--- src/rtl/irqg_pkg.sv ---
package irqg_pkg;

  typedef enum logic [2:0] {
    OP_EN      = 3'd0,
    OP_DIS     = 3'd1,
    OP_DIS_RD  = 3'd2,
    OP_RESTORE = 3'd3,
    OP_CSR_WR  = 3'd4,
    OP_PRIO    = 3'd5,
    OP_RFM     = 3'd6,
    OP_SYSCALL = 3'd7
  } irqg_op_e;

  typedef enum logic [1:0] {
    LVL_USER0 = 2'd0,
    LVL_USER1 = 2'd1,
    LVL_SUPER = 2'd2,
    LVL_RSVD  = 2'd3
  } irqg_lvl_e;

  localparam int VER_V13  = 0;
  localparam int VER_V16  = 1;
  localparam int VER_V161 = 2;

  localparam int TIN_W = 8;

  localparam logic [2:0]       TC_PROT  = 3'd1;
  localparam logic [2:0]       TC_IOPC  = 3'd2;
  localparam logic [2:0]       TC_SYS   = 3'd6;
  localparam logic [TIN_W-1:0] TIN_PRIV = 8'd1;
  localparam logic [TIN_W-1:0] TIN_IOPC = 8'd1;

  typedef struct packed {
    logic             trap;
    logic [2:0]       tclass;
    logic [TIN_W-1:0] tin;
    logic             ie_wr;
    logic             ie_val;
    logic             icr_load;
    logic             prio_wr;
    logic             rd_ie;
    logic             exit_req;
  } irqg_act_t;

  // Revision-dependent bit offset of the global enable
  function automatic int ie_bit_pos(int ver);
    return (ver >= VER_V161) ? 15 : 8;
  endfunction

  // Reserved encoding folds onto the least privileged level
  function automatic irqg_lvl_e level_of(logic [1:0] field);
    return (field == 2'd3) ? LVL_USER0 : irqg_lvl_e'(field);
  endfunction

  function automatic irqg_act_t trap_act(logic [2:0] cls, logic [TIN_W-1:0] tin);
    irqg_act_t a;
    a        = '0;
    a.trap   = 1'b1;
    a.tclass = cls;
    a.tin    = tin;
    return a;
  endfunction

endpackage

--- src/rtl/irqg_priv_check.sv ---
module irqg_priv_check
  import irqg_pkg::*;
(
  input  logic [1:0] prv_field,
  output irqg_lvl_e  lvl,
  output logic       is_user0,
  output logic       user1_ok,
  output logic       super_ok
);

  always_comb begin
    lvl      = level_of(prv_field);
    is_user0 = (lvl == LVL_USER0);
    super_ok = (lvl == LVL_SUPER);
    user1_ok = (lvl == LVL_SUPER) || (lvl == LVL_USER1);
  end

  // levels partition cleanly, reserved code never grants rights
  always_comb begin
    a_lvl_partition_r1: assert ($onehot({is_user0, user1_ok && !super_ok, super_ok}));
  end

endmodule

--- src/rtl/irqg_decode.sv ---
module irqg_decode
  import irqg_pkg::*;
#(
  parameter int              ARCH_VER    = VER_V161,
  parameter int              ADDR_W      = 16,
  parameter int              IMM_W       = 8,
  parameter logic [ADDR_W-1:0] STATUS_ADDR = 16'hFE04,
  parameter logic [ADDR_W-1:0] ICR_ADDR    = 16'hFE2C
) (
  input  logic              op_valid,
  input  irqg_op_e          op,
  input  logic              user1_ok,
  input  logic              super_ok,
  input  logic [IMM_W-1:0]  imm,
  input  logic              src_bit0,
  input  logic [ADDR_W-1:0] addr,
  output irqg_act_t         act
);

  localparam bit NEW_OPS_OK = (ARCH_VER >= VER_V16);

  always_comb begin
    act = '0;
    if (op_valid) begin
      case (op)
        OP_EN: begin
          if (!user1_ok) act = trap_act(TC_PROT, TIN_PRIV);
          else begin
            act.ie_wr    = 1'b1;
            act.ie_val   = 1'b1;
            act.exit_req = 1'b1;
          end
        end
        OP_DIS: begin
          if (!user1_ok) act = trap_act(TC_PROT, TIN_PRIV);
          else begin
            act.ie_wr  = 1'b1;
            act.ie_val = 1'b0;
          end
        end
        OP_DIS_RD: begin
          if (!NEW_OPS_OK)    act = trap_act(TC_IOPC, TIN_IOPC);
          else if (!user1_ok) act = trap_act(TC_PROT, TIN_PRIV);
          else begin
            act.rd_ie  = 1'b1;
            act.ie_wr  = 1'b1;
            act.ie_val = 1'b0;
          end
        end
        OP_RESTORE: begin
          if (!NEW_OPS_OK)    act = trap_act(TC_IOPC, TIN_IOPC);
          else if (!user1_ok) act = trap_act(TC_PROT, TIN_PRIV);
          else begin
            act.ie_wr    = 1'b1;
            act.ie_val   = src_bit0;
            act.exit_req = 1'b1;
          end
        end
        OP_CSR_WR: begin
          if (!super_ok) act = trap_act(TC_PROT, TIN_PRIV);
          else begin
            act.exit_req = (addr == STATUS_ADDR);
            act.icr_load = (addr == ICR_ADDR);
          end
        end
        OP_PRIO: begin
          if (!super_ok) act = trap_act(TC_PROT, TIN_PRIV);
          else act.prio_wr = 1'b1;
        end
        OP_RFM: begin
          if (!super_ok) act = trap_act(TC_PROT, TIN_PRIV);
        end
        OP_SYSCALL: act = trap_act(TC_SYS, TIN_W'(imm));
        default: act = '0;
      endcase
    end
  end

  // a trap never carries a state change or an exit request
  always_comb begin
    a_trap_no_effect_r9: assert (!(act.trap && (act.exit_req || act.ie_wr || act.icr_load || act.prio_wr || act.rd_ie)));
  end

endmodule

--- src/rtl/irqg_icr_reg.sv ---
module irqg_icr_reg
  import irqg_pkg::*;
#(
  parameter int DATA_W = 32,
  parameter int IMM_W  = 8,
  parameter int IE_POS = 15
) (
  input  logic              clk,
  input  logic              rst_n,
  input  irqg_act_t         act,
  input  logic [DATA_W-1:0] src_data,
  input  logic [IMM_W-1:0]  imm,
  output logic [DATA_W-1:0] icr_q,
  output logic              ie_now
);

  function automatic logic [DATA_W-1:0] icr_next(
    logic [DATA_W-1:0] cur, irqg_act_t a,
    logic [DATA_W-1:0] src, logic [IMM_W-1:0] prio);
    logic [DATA_W-1:0] n;
    n = cur;
    if (a.icr_load) n = src;
    if (a.prio_wr)  n[IMM_W-1:0] = prio;
    if (a.ie_wr)    n[IE_POS] = a.ie_val;
    return n;
  endfunction

  always_ff @(posedge clk) begin
    if (!rst_n) icr_q <= '0;
    else        icr_q <= icr_next(icr_q, act, src_data, imm);
  end

  assign ie_now = icr_q[IE_POS];

  // a permitted enable or disable lands in the enable bit
  p_ie_follows_write_r2: assert property (@(posedge clk) disable iff (!rst_n)
    $past(act.ie_wr) |-> (icr_q[IE_POS] == $past(act.ie_val)));

  // after disable-and-read the enable bit is clear
  p_ie_clear_after_read_r3: assert property (@(posedge clk) disable iff (!rst_n)
    $past(act.rd_ie) |-> !icr_q[IE_POS]);

endmodule

--- src/rtl/irq_gate_ctrl.sv ---
module irq_gate_ctrl
  import irqg_pkg::*;
#(
  parameter int              ARCH_VER    = VER_V161,
  parameter int              DATA_W      = 32,
  parameter int              IMM_W       = 8,
  parameter int              ADDR_W      = 16,
  parameter int              PRV_LSB     = 10,
  parameter logic [ADDR_W-1:0] STATUS_ADDR = 16'hFE04,
  parameter logic [ADDR_W-1:0] ICR_ADDR    = 16'hFE2C
) (
  input  logic              clk,
  input  logic              rst_n,
  input  logic              op_valid,
  input  logic [2:0]        op_sel,
  input  logic [DATA_W-1:0] status_word,
  input  logic [IMM_W-1:0]  imm,
  input  logic [DATA_W-1:0] src_data,
  input  logic [ADDR_W-1:0] csr_addr,
  output logic [DATA_W-1:0] icr_q,
  output logic              dst_valid,
  output logic [DATA_W-1:0] dst_data,
  output logic              trap_valid,
  output logic [2:0]        trap_class,
  output logic [TIN_W-1:0]  trap_tin,
  output logic              reeval_exit
);

  localparam int IE_POS = ie_bit_pos(ARCH_VER);

  irqg_lvl_e lvl;
  logic      is_user0, user1_ok, super_ok, ie_now;
  irqg_act_t act;
  logic      unused_status;

  assign unused_status = ^status_word;

  irqg_priv_check u_priv (
    .prv_field (status_word[PRV_LSB+1:PRV_LSB]),
    .lvl       (lvl),
    .is_user0  (is_user0),
    .user1_ok  (user1_ok),
    .super_ok  (super_ok)
  );

  irqg_decode #(
    .ARCH_VER    (ARCH_VER),
    .ADDR_W      (ADDR_W),
    .IMM_W       (IMM_W),
    .STATUS_ADDR (STATUS_ADDR),
    .ICR_ADDR    (ICR_ADDR)
  ) u_dec (
    .op_valid (op_valid),
    .op       (irqg_op_e'(op_sel)),
    .user1_ok (user1_ok),
    .super_ok (super_ok),
    .imm      (imm),
    .src_bit0 (src_data[0]),
    .addr     (csr_addr),
    .act      (act)
  );

  irqg_icr_reg #(
    .DATA_W (DATA_W),
    .IMM_W  (IMM_W),
    .IE_POS (IE_POS)
  ) u_icr (
    .clk      (clk),
    .rst_n    (rst_n),
    .act      (act),
    .src_data (src_data),
    .imm      (imm),
    .icr_q    (icr_q),
    .ie_now   (ie_now)
  );

  always_ff @(posedge clk) begin
    if (!rst_n) begin
      trap_valid  <= 1'b0;
      trap_class  <= '0;
      trap_tin    <= '0;
      dst_valid   <= 1'b0;
      dst_data    <= '0;
      reeval_exit <= 1'b0;
    end else begin
      trap_valid  <= act.trap;
      trap_class  <= act.tclass;
      trap_tin    <= act.tin;
      dst_valid   <= act.rd_ie;
      dst_data    <= act.rd_ie ? DATA_W'(ie_now) : '0;
      reeval_exit <= act.exit_req;
    end
  end

  // a trap only follows an accepted operation
  p_trap_needs_op_r11: assert property (@(posedge clk) disable iff (!rst_n)
    trap_valid |-> $past(op_valid));

  // a trapping operation leaves the control register alone
  p_icr_hold_on_trap_r6: assert property (@(posedge clk) disable iff (!rst_n)
    trap_valid |-> $stable(icr_q));

  // user-0 (and reserved) can never modify the control register
  p_user0_icr_hold_r1: assert property (@(posedge clk) disable iff (!rst_n)
    $past(op_valid && is_user0) |-> $stable(icr_q));

  // exit request is exclusive with a trap
  p_exit_excl_trap_r9: assert property (@(posedge clk) disable iff (!rst_n)
    reeval_exit |-> !trap_valid);

  // system-call identifier is the immediate of that operation
  p_syscall_tin_r8: assert property (@(posedge clk) disable iff (!rst_n)
    (trap_valid && trap_class == TC_SYS) |-> (trap_tin == TIN_W'($past(imm))));

  // read-back value is zero-extended
  p_dst_zext_r3: assert property (@(posedge clk) disable iff (!rst_n)
    dst_valid |-> (dst_data[DATA_W-1:1] == '0));

endmodule

--- config.mk ---
export PLATFORM = sky130hd
export DESIGN_NAME = irq_gate_ctrl
export DESIGN_NICKNAME = d
export VERILOG_FILES = /design/src/rtl/irqg_pkg.sv /design/src/rtl/irqg_priv_check.sv /design/src/rtl/irqg_decode.sv /design/src/rtl/irqg_icr_reg.sv /design/src/rtl/irq_gate_ctrl.sv
export SDC_FILE = /design/constraint.sdc
export NUM_CORES = 1
export LEC_CHECK = 0
export ABC_CLOCK_PERIOD_IN_PS = 3100
export CAP_MARGIN = 0
export CORE_ASPECT_RATIO = 1.2
export CORE_MARGIN = 4
export CORE_UTILIZATION = 34
export CTS_CLUSTER_SIZE = 10
export DETAILED_ROUTE_END_ITERATION = 7
export PLACE_DENSITY = 0.8
export REMOVE_ABC_BUFFERS = 1
export SETUP_SLACK_MARGIN = 0.3
export SLEW_MARGIN = 25
export SYNTH_ARGS = -nofsm -noshare
export SYNTH_HDL_FRONTEND = slang
export SYNTH_HIERARCHICAL = 1
export SYNTH_SLANG_ARGS = --single-unit
--- constraint.sdc ---
create_clock -name clk -period 3.1 [get_ports clk]
set_clock_uncertainty 0.15 [all_clocks]
set_input_delay 0.775 -clock clk [delete_from_list [all_inputs] [get_ports clk]]
set_output_delay 0.775 -clock clk [all_outputs]
set_load 0.02 [all_outputs]
# Word level (Yosys, flattened, before mapping)
# Index checks and enable logic that the tools add are counted.
# word_totals
regBits,78
inputBits,94
out_inout_bits,78
elab_cells,45
# op_classes
eq_ne,12
mux,17
reduce_logical,6
# ops
operator,n
$pmux 18 s8,1
$eq 16x16->1 const B,2
$mux 18,1
$mux 16,1
$mux 15,1
$mux 14,1
$eq 3x3->1 const B,4
$mux 12,1
$mux 2,4
$mux 8,1
$eq 3x2->1 const B,2
$mux 6,1
$mux 1,5
$eq 2x2->1 const B,2
$reduce_and 2->1,2
$reduce_bool 2->1,2
$eq 3x1->1 const B,1
$logic_not 3->1,1
$eq 2x1->1 const B,1
$logic_or 1x1->1,1

# Depth between registers and ports, before layout
# Gate-level depths: netlist (run 1).
# depth
depth_word,9
depth_mapped,9
mapped_depth_nobuf,7

# By module
# The synthesis (run 1) kept the hierarchy.
# modules_own_cells
module,instances,cells_each,area_each_um2,seq_area_each_um2
irqg_icr_reg,1,114,1348.8,640.6
irq_gate_ctrl,1,63,655.6,300.3
irqg_decode,1,36,220.2,0.0
irqg_priv_check,1,6,43.8,0.0

# Worst setup path after synthesis (run 1)
# Ideal clock, no wire load.
# synth_path
path_type,in2reg
start,input status_word[10]
end,register u_icr.icr_q[0]
setup_time_ns,0.116
t_arrival_ns,2.362
t_required_ns,2.834
slack_ns,0.472
stages,9
path_buffers,2
path_cell_list,inv_1 -> ha_1 -> nand4b_1 -> or3_1 -> nor2_1 -> buf_6 -> buf_6 -> mux2_4 -> o211a_1
# synth_lines
element,line,rtl
"start, declared",irq_gate_ctrl.sv:16,"input logic [DATA_W-1:0] status_word,"
"end signal, assigned",irqg_icr_reg.sv:30,"else icr_q <= icr_next(icr_q, act, src_data, imm);"
"end, declared",irqg_icr_reg.sv:13,"output logic [DATA_W-1:0] icr_q,"

==> metrics.log, run 1 <==
[metrics] Ys Warns: 6
[metrics] initial detailed-routing violation count: 39
[metrics] setup slack on the worst flop-to-flop path: 2.04 ns
[metrics] outcome: finished, final reports clean
[metrics] overall global routing resource usage: 12.9%
[metrics] wire length per cell after detailed routing: 13.0 um
[metrics] CTS tree: yes
[metrics] RD Place Congestion: 0.729
[metrics] worst vdd ir: 0.210 mV
[metrics] standard cell area after detailed placement: 0.00336 mm^2
[metrics] highest clock rate: 0.367 GHz
[metrics] number of cell rows: 32
[metrics] worst hold path endpoint: u_icr/icr_q[19]$_SDFFE_PN0P_
[metrics] Crit path arrival time: 2.77 ns
[metrics] via total after detailed routing: 1790
[metrics] highest routed metal layer: met4
[metrics] share of post-route cells with drive strength above 1: 12.9%
[metrics] Via density: 4.27
[metrics] leakage power: 1.42 nW
[metrics] final cell utilization of the core: 54.8%
[metrics] final net count: 428
[metrics] kind of critical path: input port to flop
[metrics] largest net degree at the start of global routing: 48
[metrics] cts bufs inserted: 5
[metrics] clock slew at reported path FFs: 0.09 ns
[metrics] worst-path maximum fanout: 7
[metrics] Final Hold Fails: 0
[metrics] H-tree levels: 2
[metrics] min-delay src: u_icr/icr_q[19]$_SDFFE_PN0P_
[metrics] first-pass GRT wire length: 8.03 mm
[metrics] startpoint type of the worst setup path: input port
[metrics] antenna diode instance count: 0
[metrics] number of buffers inserted by hold repair at cts: 0
[metrics] detailed-routed wire length on met2: 2.79 mm
[metrics] initial antenna violation count: 0
[metrics] Power per Cell Area: 339 mW/mm^2
[metrics] detailed-route wire length: 5.46 mm
[metrics] Die Y: 97.0 um
[metrics] root cell of the clock tree: sky130_fd_sc_hd__clkbuf_8
[metrics] required time at the endpoint of the critical path: 3.15 ns
[metrics] number of pins exceeding their max-slew limit in the final report: 0
[metrics] # Max-Cap Violations: 0
[metrics] number of cells on the worst hold path: 2
[metrics] Skew-Pair Late Insertion Delay: 0.29 ns
[metrics] Post-Syn Area: 0.00224 mm^2
[metrics] Worst R2R Start: u_icr/icr_q[3]$_SDFFE_PN0P_
[metrics] die area: 0.00797 mm^2
[metrics] remaining design rule violation count: 0
[metrics] antenna viol nets, final: 0
[metrics] cell count after synthesis: 216
[metrics] hpwl dp: 4.18 mm
[metrics] CORE AREA: 0.00641 mm^2
[metrics] 1st-pass router iterations: 4
[metrics] total of buffers placed on input and output ports: 110
[metrics] via count of the first global-routing pass: 1749
[metrics] Filler Cell Count: 599
[metrics] Avg Inst Size Synth: 10.4 um^2
[metrics] Final min period: 2.73 ns
[metrics] final worst path period share: 88.0%
[metrics] IO Count: 172
[metrics] initial standard-cell utilization of the core: 35.0%
[metrics] path category of the worst min-delay check: flop to flop
[metrics] # clock sinks: 47
[metrics] Non-Filler Cell Area, Final: 0.00351 mm^2
[metrics] crit end category: flop
[metrics] total length of routed met3 wires: 482 um
[metrics] detailed-routing wirelength on met1: 2.05 mm
[metrics] setup violation total in the final timing report: 0
[metrics] area growth from synthesis to final layout: 56.3%
[metrics] FF-to-FF End: u_icr/icr_q[3]$_SDFFE_PN0P_
[metrics] floorplan die width: 82.2 um
[metrics] Worst Reg2Reg Path Length in Cells: 2
[metrics] unrepaired setup endpoints after global routing: no
[metrics] GR Overflow Total: 0
[metrics] Longest Clk Path Bufs: 2
[critical path: stages]
cell and delay [ns]:
sky130_fd_sc_hd__clkdlybuf4s50_1 0.46, sky130_fd_sc_hd__ha_1 0.17, sky130_fd_sc_hd__nand4b_1 0.14, sky130_fd_sc_hd__or3_4 0.37, sky130_fd_sc_hd__nor2_4 0.18, sky130_fd_sc_hd__buf_12 0.16, sky130_fd_sc_hd__mux2_2 0.33, sky130_fd_sc_hd__o211a_1 0.20
[worst max path at each step]
| stage | startpoint | endpoint | slack (ns) | depth (start not counted) |
|---|---|---|---|---|
| final | status_word[11] | u_icr/icr_q[7]$_SDFFE_PN0P_ | 0.37 | 8 |
| after CTS | status_word[11] | u_icr/icr_q[7]$_SDFFE_PN0P_ | 0.32 | 8 |
| after detailed placement | status_word[11] | u_icr/icr_q[7]$_SDFFE_PN0P_ | -0.02 | 8 |
| after global placement | status_word[11] | u_icr/icr_q[7]$_SDFFE_PN0P_ | -0.004 | 8 |
| after floorplan | status_word[10] | u_icr/icr_q[7]$_SDFFE_PN0P_ | -1.22 | 7 |
| after global routing | status_word[10] | u_icr/icr_q[6]$_SDFFE_PN0P_ | 0.30 | 9 |
[cell type report]
type                       count  area (um^2)  share of cell area, %
timing repair buffer         123         1240                   35.5
multi-input combinational    153         1100                   31.5
sequential                    47          941                   26.8
tap                           85          106                   3.03
clock buffer                   8          100                   2.85
inverter                       3         11.3                  0.321
[sequential cells by signal, summed over array words and instances (netlist names)]
| register | count |
|---|---|
| trap_class | 3 |
| reeval_exit | 1 |
| u_icr/icr_q | 32 |
| trap_tin | 8 |
| trap_valid | 1 |
| dst_valid | 1 |
| dst_data | 1 |
[metal layers]
metal  global-route usage (%)  vias up
li1                         -      885
met1                     14.2      805
met2                     23.7       92
met3                     2.33        8
met4                     4.73        0
met5                        0        -
[report_power, final]
group	leakage (nW)	internal, mW	switching [mW]
Sequential	0.380	0.609	0.00234
Clock	0.0515	0.204	0.193
Combinational	0.990	0.103	0.0778
Total	1.42	0.916	0.273
[cells in the final DEF (no fill, tap or decap), types with 2 or more instances in the layout]
cell                                n
sky130_fd_sc_hd__and2_2            10
sky130_fd_sc_hd__nand2b_1          10
sky130_fd_sc_hd__clkdlybuf4s50_1  110
sky130_fd_sc_hd__buf_4              9
sky130_fd_sc_hd__nor2_1             3
sky130_fd_sc_hd__o21ai_0            2
sky130_fd_sc_hd__o211a_1            9
sky130_fd_sc_hd__mux2_2             2
sky130_fd_sc_hd__and2_1            12
sky130_fd_sc_hd__nand4_1            3
sky130_fd_sc_hd__mux2i_1           22
sky130_fd_sc_hd__and3_1             4
sky130_fd_sc_hd__buf_12             2
sky130_fd_sc_hd__conb_1            31
sky130_fd_sc_hd__inv_1              3
sky130_fd_sc_hd__clkbuf_8           7
sky130_fd_sc_hd__mux2_4             7
sky130_fd_sc_hd__nor2b_1           24
sky130_fd_sc_hd__dfxtp_1           47
[metrics by stage]
stage | setup slack, ns | setup TNS, ns | std cells | total power [mW] | hold slack [ns]
floorplan | -1.22 | -31.99 | 203 | 0.694 | 0.440
global placement | -0.00390 | -0.00639 | 408 | 0.804 | 0.345
detailed placement | -0.0236 | -0.0862 | 408 | 0.807 | 0.353
CTS | 0.321 | 0 | 416 | 1.21 | 0.376
global route | 0.297 | 0 | 419 | 1.24 | 0.400
finish | 0.372 | 0 | 419 | 1.19 | 0.367
[repair_timing]
action                     in CTS  in global routing
cloned                          0                  1
setup endpoints to repair       1                 29
pin swaps                       1                  3
resized for setup               0                  3
buffers inserted                0                  2
hold endpoints to repair        0                  0
Note: power is estimated with default switching activity, not from simulation.
==> inputs of run 2 (changes only) <==
--- a/config.mk
+++ b/config.mk
@@ -12,11 +12,10 @@
 export CORE_UTILIZATION = 34
 export CTS_CLUSTER_SIZE = 10
 export DETAILED_ROUTE_END_ITERATION = 7
-export PLACE_DENSITY = 0.8
+export PLACE_DENSITY_LB_ADDON = 0.1
 export REMOVE_ABC_BUFFERS = 1
 export SETUP_SLACK_MARGIN = 0.3
 export SLEW_MARGIN = 25
 export SYNTH_ARGS = -nofsm -noshare
 export SYNTH_HDL_FRONTEND = slang
-export SYNTH_HIERARCHICAL = 1
 export SYNTH_SLANG_ARGS = --single-unit
==> run 2 against run 1 <==
Cell area fell by 3.5%. Clock-buffer cell count fell by 1. Via count rose by 19%. Maximum frequency rose by 2.5%. Die area fell by 1.2%. Sequential power fell by 2%. Sequential share of layout area rose by 0.38 points.
==> metrics.log, run 2 <==
[metrics] Ys Warns: 0
[metrics] Non-Filler Cell Area, Final: 0.00339 mm^2
[metrics] placed insts: 436
[metrics] number of pins exceeding their max-slew limit in the final report: 0
[metrics] crit end category: flop
[metrics] via total after detailed routing: 2125
[metrics] initial standard-cell utilization of the core: 35.9%
[metrics] combinational family with the most area after synthesis: simple AND/OR/NAND/NOR gates
[metrics] cts bufs inserted: 5
[metrics] top post-synthesis cells by count: sky130_fd_sc_hd__dfxtp_1 (46), sky130_fd_sc_hd__buf_4 (34), sky130_fd_sc_hd__a21oi_1 (26)
[metrics] CORE AREA: 0.00617 mm^2
[metrics] setup violation total in the final timing report: 0
[metrics] worst-path maximum fanout: 9
[metrics] Synth area leaders: sky130_fd_sc_hd__dfxtp_1 (42%), sky130_fd_sc_hd__buf_4 (12%), sky130_fd_sc_hd__nand4_1 (7.1%)
[metrics] clock slew at reported path FFs: 0.08 ns
[metrics] overall global routing resource usage: 16.0%
[metrics] outcome: finished, final reports clean
[metrics] required time at the endpoint of the critical path: 3.17 ns
[metrics] post-synthesis simple-gate area fraction: 20.6%
[metrics] H-tree levels: 2
[metrics] antenna viol nets, final: 0
[metrics] path category of the worst min-delay check: flop to flop
[metrics] number of cell rows: 31
[metrics] Post-Synth Adder-Cell Area: 0.565%
[metrics] number of flip-flops under the largest register name: 32
[metrics] largest net degree at the start of global routing: 25
[metrics] highest clock rate: 0.376 GHz
[metrics] most frequent cells in the layout: sky130_fd_sc_hd__clkdlybuf4s50_1 (110), sky130_fd_sc_hd__dfxtp_1 (46), sky130_fd_sc_hd__conb_1 (31)
[metrics] initial antenna violation count: 0
[metrics] Filler Cell Count: 591
[metrics] RD Place Congestion: 0.735
[metrics] initial detailed-routing violation count: 99
[metrics] worst vdd ir: 0.163 mV
[metrics] Setup TNS: 0 ns
[metrics] Seq/Total Area, Yosys: 41.6%
[metrics] largest register by flop count: u_icr.icr_q
[metrics] CTS tree: yes
[metrics] proportion of synthesized area in mux cells: 0.452%
[metrics] share of the synthesized area in the top cell type: 41.6%
[metrics] 1st-pass router iterations: 4
[metrics] startpoint type of the worst setup path: input port
[metrics] Via density: 4.79
[metrics] final net count: 456
[metrics] GR Overflow Total: 0
[metrics] cell count after synthesis: 254
[metrics] die area: 0.00787 mm^2
[metrics] total of buffers placed on input and output ports: 110
[metrics] final worst path period share: 85.9%
[metrics] Main synth FF type: sky130_fd_sc_hd__dfxtp_1
[metrics] registers with the highest flip-flop counts: u_icr.icr_q: 32 flops, trap_tin: 8 flops, trap_class: 2 flops
[metrics] # clock sinks: 46
[metrics] share of the synthesized area in compound gates (AO/OA/AOI/OAI): 20.4%
[metrics] Async S/R FF share, synth: 0%
[metrics] worst setup slack after placement: 0.0999 ns
[metrics] Cell variety after synth: 35
[metrics] root cell of the clock tree: sky130_fd_sc_hd__clkbuf_8
[metrics] min setup slack post-route: 0.438 ns
[metrics] wire length per cell after detailed routing: 14.7 um
[metrics] IO Count: 172
[metrics] floorplan die width: 81.7 um
[metrics] Final Hold Fails: 0
[metrics] via count of the first global-routing pass: 2059
[metrics] share of post-route cells with drive strength above 1: 9.12%
[metrics] library cell with the largest summed area after synthesis: sky130_fd_sc_hd__dfxtp_1
[metrics] setup slack on the worst flop-to-flop path: 2.25 ns
[metrics] unrepaired setup endpoints after global routing: no
[metrics] Final min period: 2.66 ns
[metrics] antenna diode instance count: 0
[metrics] number of buffers inserted by hold repair at cts: 0
[metrics] cells resized by post-CTS repair: 0
[metrics] number of post-CTS setup repair buffers: 0
[metrics] Longest Clk Path Bufs: 2
[metrics] Crit path arrival time: 2.73 ns
[metrics] leakage power: 1.26 nW
[metrics] remaining design rule violation count: 0
[metrics] Die Y: 96.4 um
[metrics] Post-Syn Area: 0.00221 mm^2
[metrics] detailed-route wire length: 6.51 mm
[metrics] commonest non-fill, non-tap cell in the layout: sky130_fd_sc_hd__clkdlybuf4s50_1
[metrics] relative slew slack: 53.5%
[metrics] minimum hold slack: 0.323 ns
[metrics] register bit total from synthesis: 46
[metrics] standard cell area after detailed placement: 0.00328 mm^2
[metrics] kind of critical path: input port to flop
[metrics] slew at the pin with the worst max-slew slack: 0.695 ns
[metrics] # Max-Cap Violations: 0
[metrics] Skew-Pair Late Insertion Delay: 0.29 ns
[metrics] Power per Cell Area: 363 mW/mm^2
[metrics] area share of xor/xnor cells in the synthesized design: 0%
[metrics] count of flip-flops with a built-in enable after synthesis: 0
[metrics] first-pass GRT wire length: 9.74 mm
[metrics] area growth from synthesis to final layout: 52.9%
[metrics] hpwl dp: 4.75 mm
[metrics] most frequently used cell type in the post-synthesis netlist: sky130_fd_sc_hd__dfxtp_1
[metrics] number of standard cells in the layout, taps in and fillers out: 444
[metrics] Avg Inst Size Synth: 8.72 um^2
==> run 2: cell count changes in the layout (fill, tap and decap cells not counted), sizes merged, moves of 3 or more <==
cell	before	now
and4b	0	3
a21oi	1	26
mux2	9	0
and3	5	2
nor2b	24	1
o21ai	3	23
a31oi	0	3
o211ai	0	17
o211a	9	0
nand4	3	25
nand2b	10	0
nand2	0	22
and2	22	8
mux2i	23	1
==> run 2: kinds of logic after synthesis <==
group                    Yosys count
AND/OR/NAND/NOR                   78
buffers and inverters             56
adder cells (fa/ha/maj)            1
AO/OA/AOI/OAI                     71
multiplexers                       1
other                              1
flip-flops                        46
==> run 2: metal layers <==
metal  global-route usage, %  vias up  routed length (um)
met5                       0        -                   0
met4                    4.85        0                  72
met3                    5.19        6                 592
met2                    26.9       84                3220
met1                    19.4      967                2620
li1                        -     1068                   -
==> run 2: final timing paths <==
path                                              startpoint                            to  cells after the start
worst max-delay path                         status_word[11]   u_icr.icr_q[4]$_SDFFE_PN0P_                      6
worst min register to register  u_icr.icr_q[22]$_SDFFE_PN0N_  u_icr.icr_q[22]$_SDFFE_PN0N_                      2
worst min-delay path            u_icr.icr_q[22]$_SDFFE_PN0N_  u_icr.icr_q[22]$_SDFFE_PN0N_                      2
worst max register to register  u_icr.icr_q[15]$_SDFFE_PN0P_  u_icr.icr_q[15]$_SDFFE_PN0P_                      2
==> run 2: stage by stage <==
step,util (%),total power [mW]
floorplan,-,0.685
global placement,53.2,0.800
detailed placement,53.2,0.800
CTS,54.9,1.24
global route,54.9,1.28
finish,54.9,1.23
==> run 2: area by class of cell <==
type / count / area [um^2] / area share (%)
clock inverter: 1 / 30.0 / 0.887
multi-input combinational: 182 / 1050 / 30.9
timing repair buffer: 123 / 1200 / 35.4
sequential: 46 / 921 / 27.2
clock buffer: 7 / 76.3 / 2.25
inverter: 3 / 11.3 / 0.333
tap: 82 / 103 / 3.03
==> run 2: critical path, stage by stage <==
cell,delay (ns)
sky130_fd_sc_hd__clkdlybuf4s50_1,0.45
sky130_fd_sc_hd__ha_1,0.22
sky130_fd_sc_hd__nand2_1,0.07
sky130_fd_sc_hd__or4_4,0.52
sky130_fd_sc_hd__or2_1,0.44
sky130_fd_sc_hd__o211ai_2,0.25
==> run 2: power by group <==
group / total (mW) / internal, mW / leakage [nW] / switching [mW]
Sequential: 0.598 / 0.596 / 0.371 / 0.00199
Combinational: 0.191 / 0.0968 / 0.834 / 0.0939
Clock: 0.440 / 0.241 / 0.0524 / 0.198
==> inputs of run 3 (changes only) <==
--- a/config.mk
+++ b/config.mk
@@ -12,6 +12,7 @@
 export CORE_UTILIZATION = 34
 export CTS_CLUSTER_SIZE = 10
 export DETAILED_ROUTE_END_ITERATION = 7
+export GPL_ROUTABILITY_DRIVEN = 0
 export PLACE_DENSITY_LB_ADDON = 0.1
 export REMOVE_ABC_BUFFERS = 1
 export SETUP_SLACK_MARGIN = 0.3
==> results of run 3 <==
The final DEF is identical to that of run 2; final timing and power are the same.
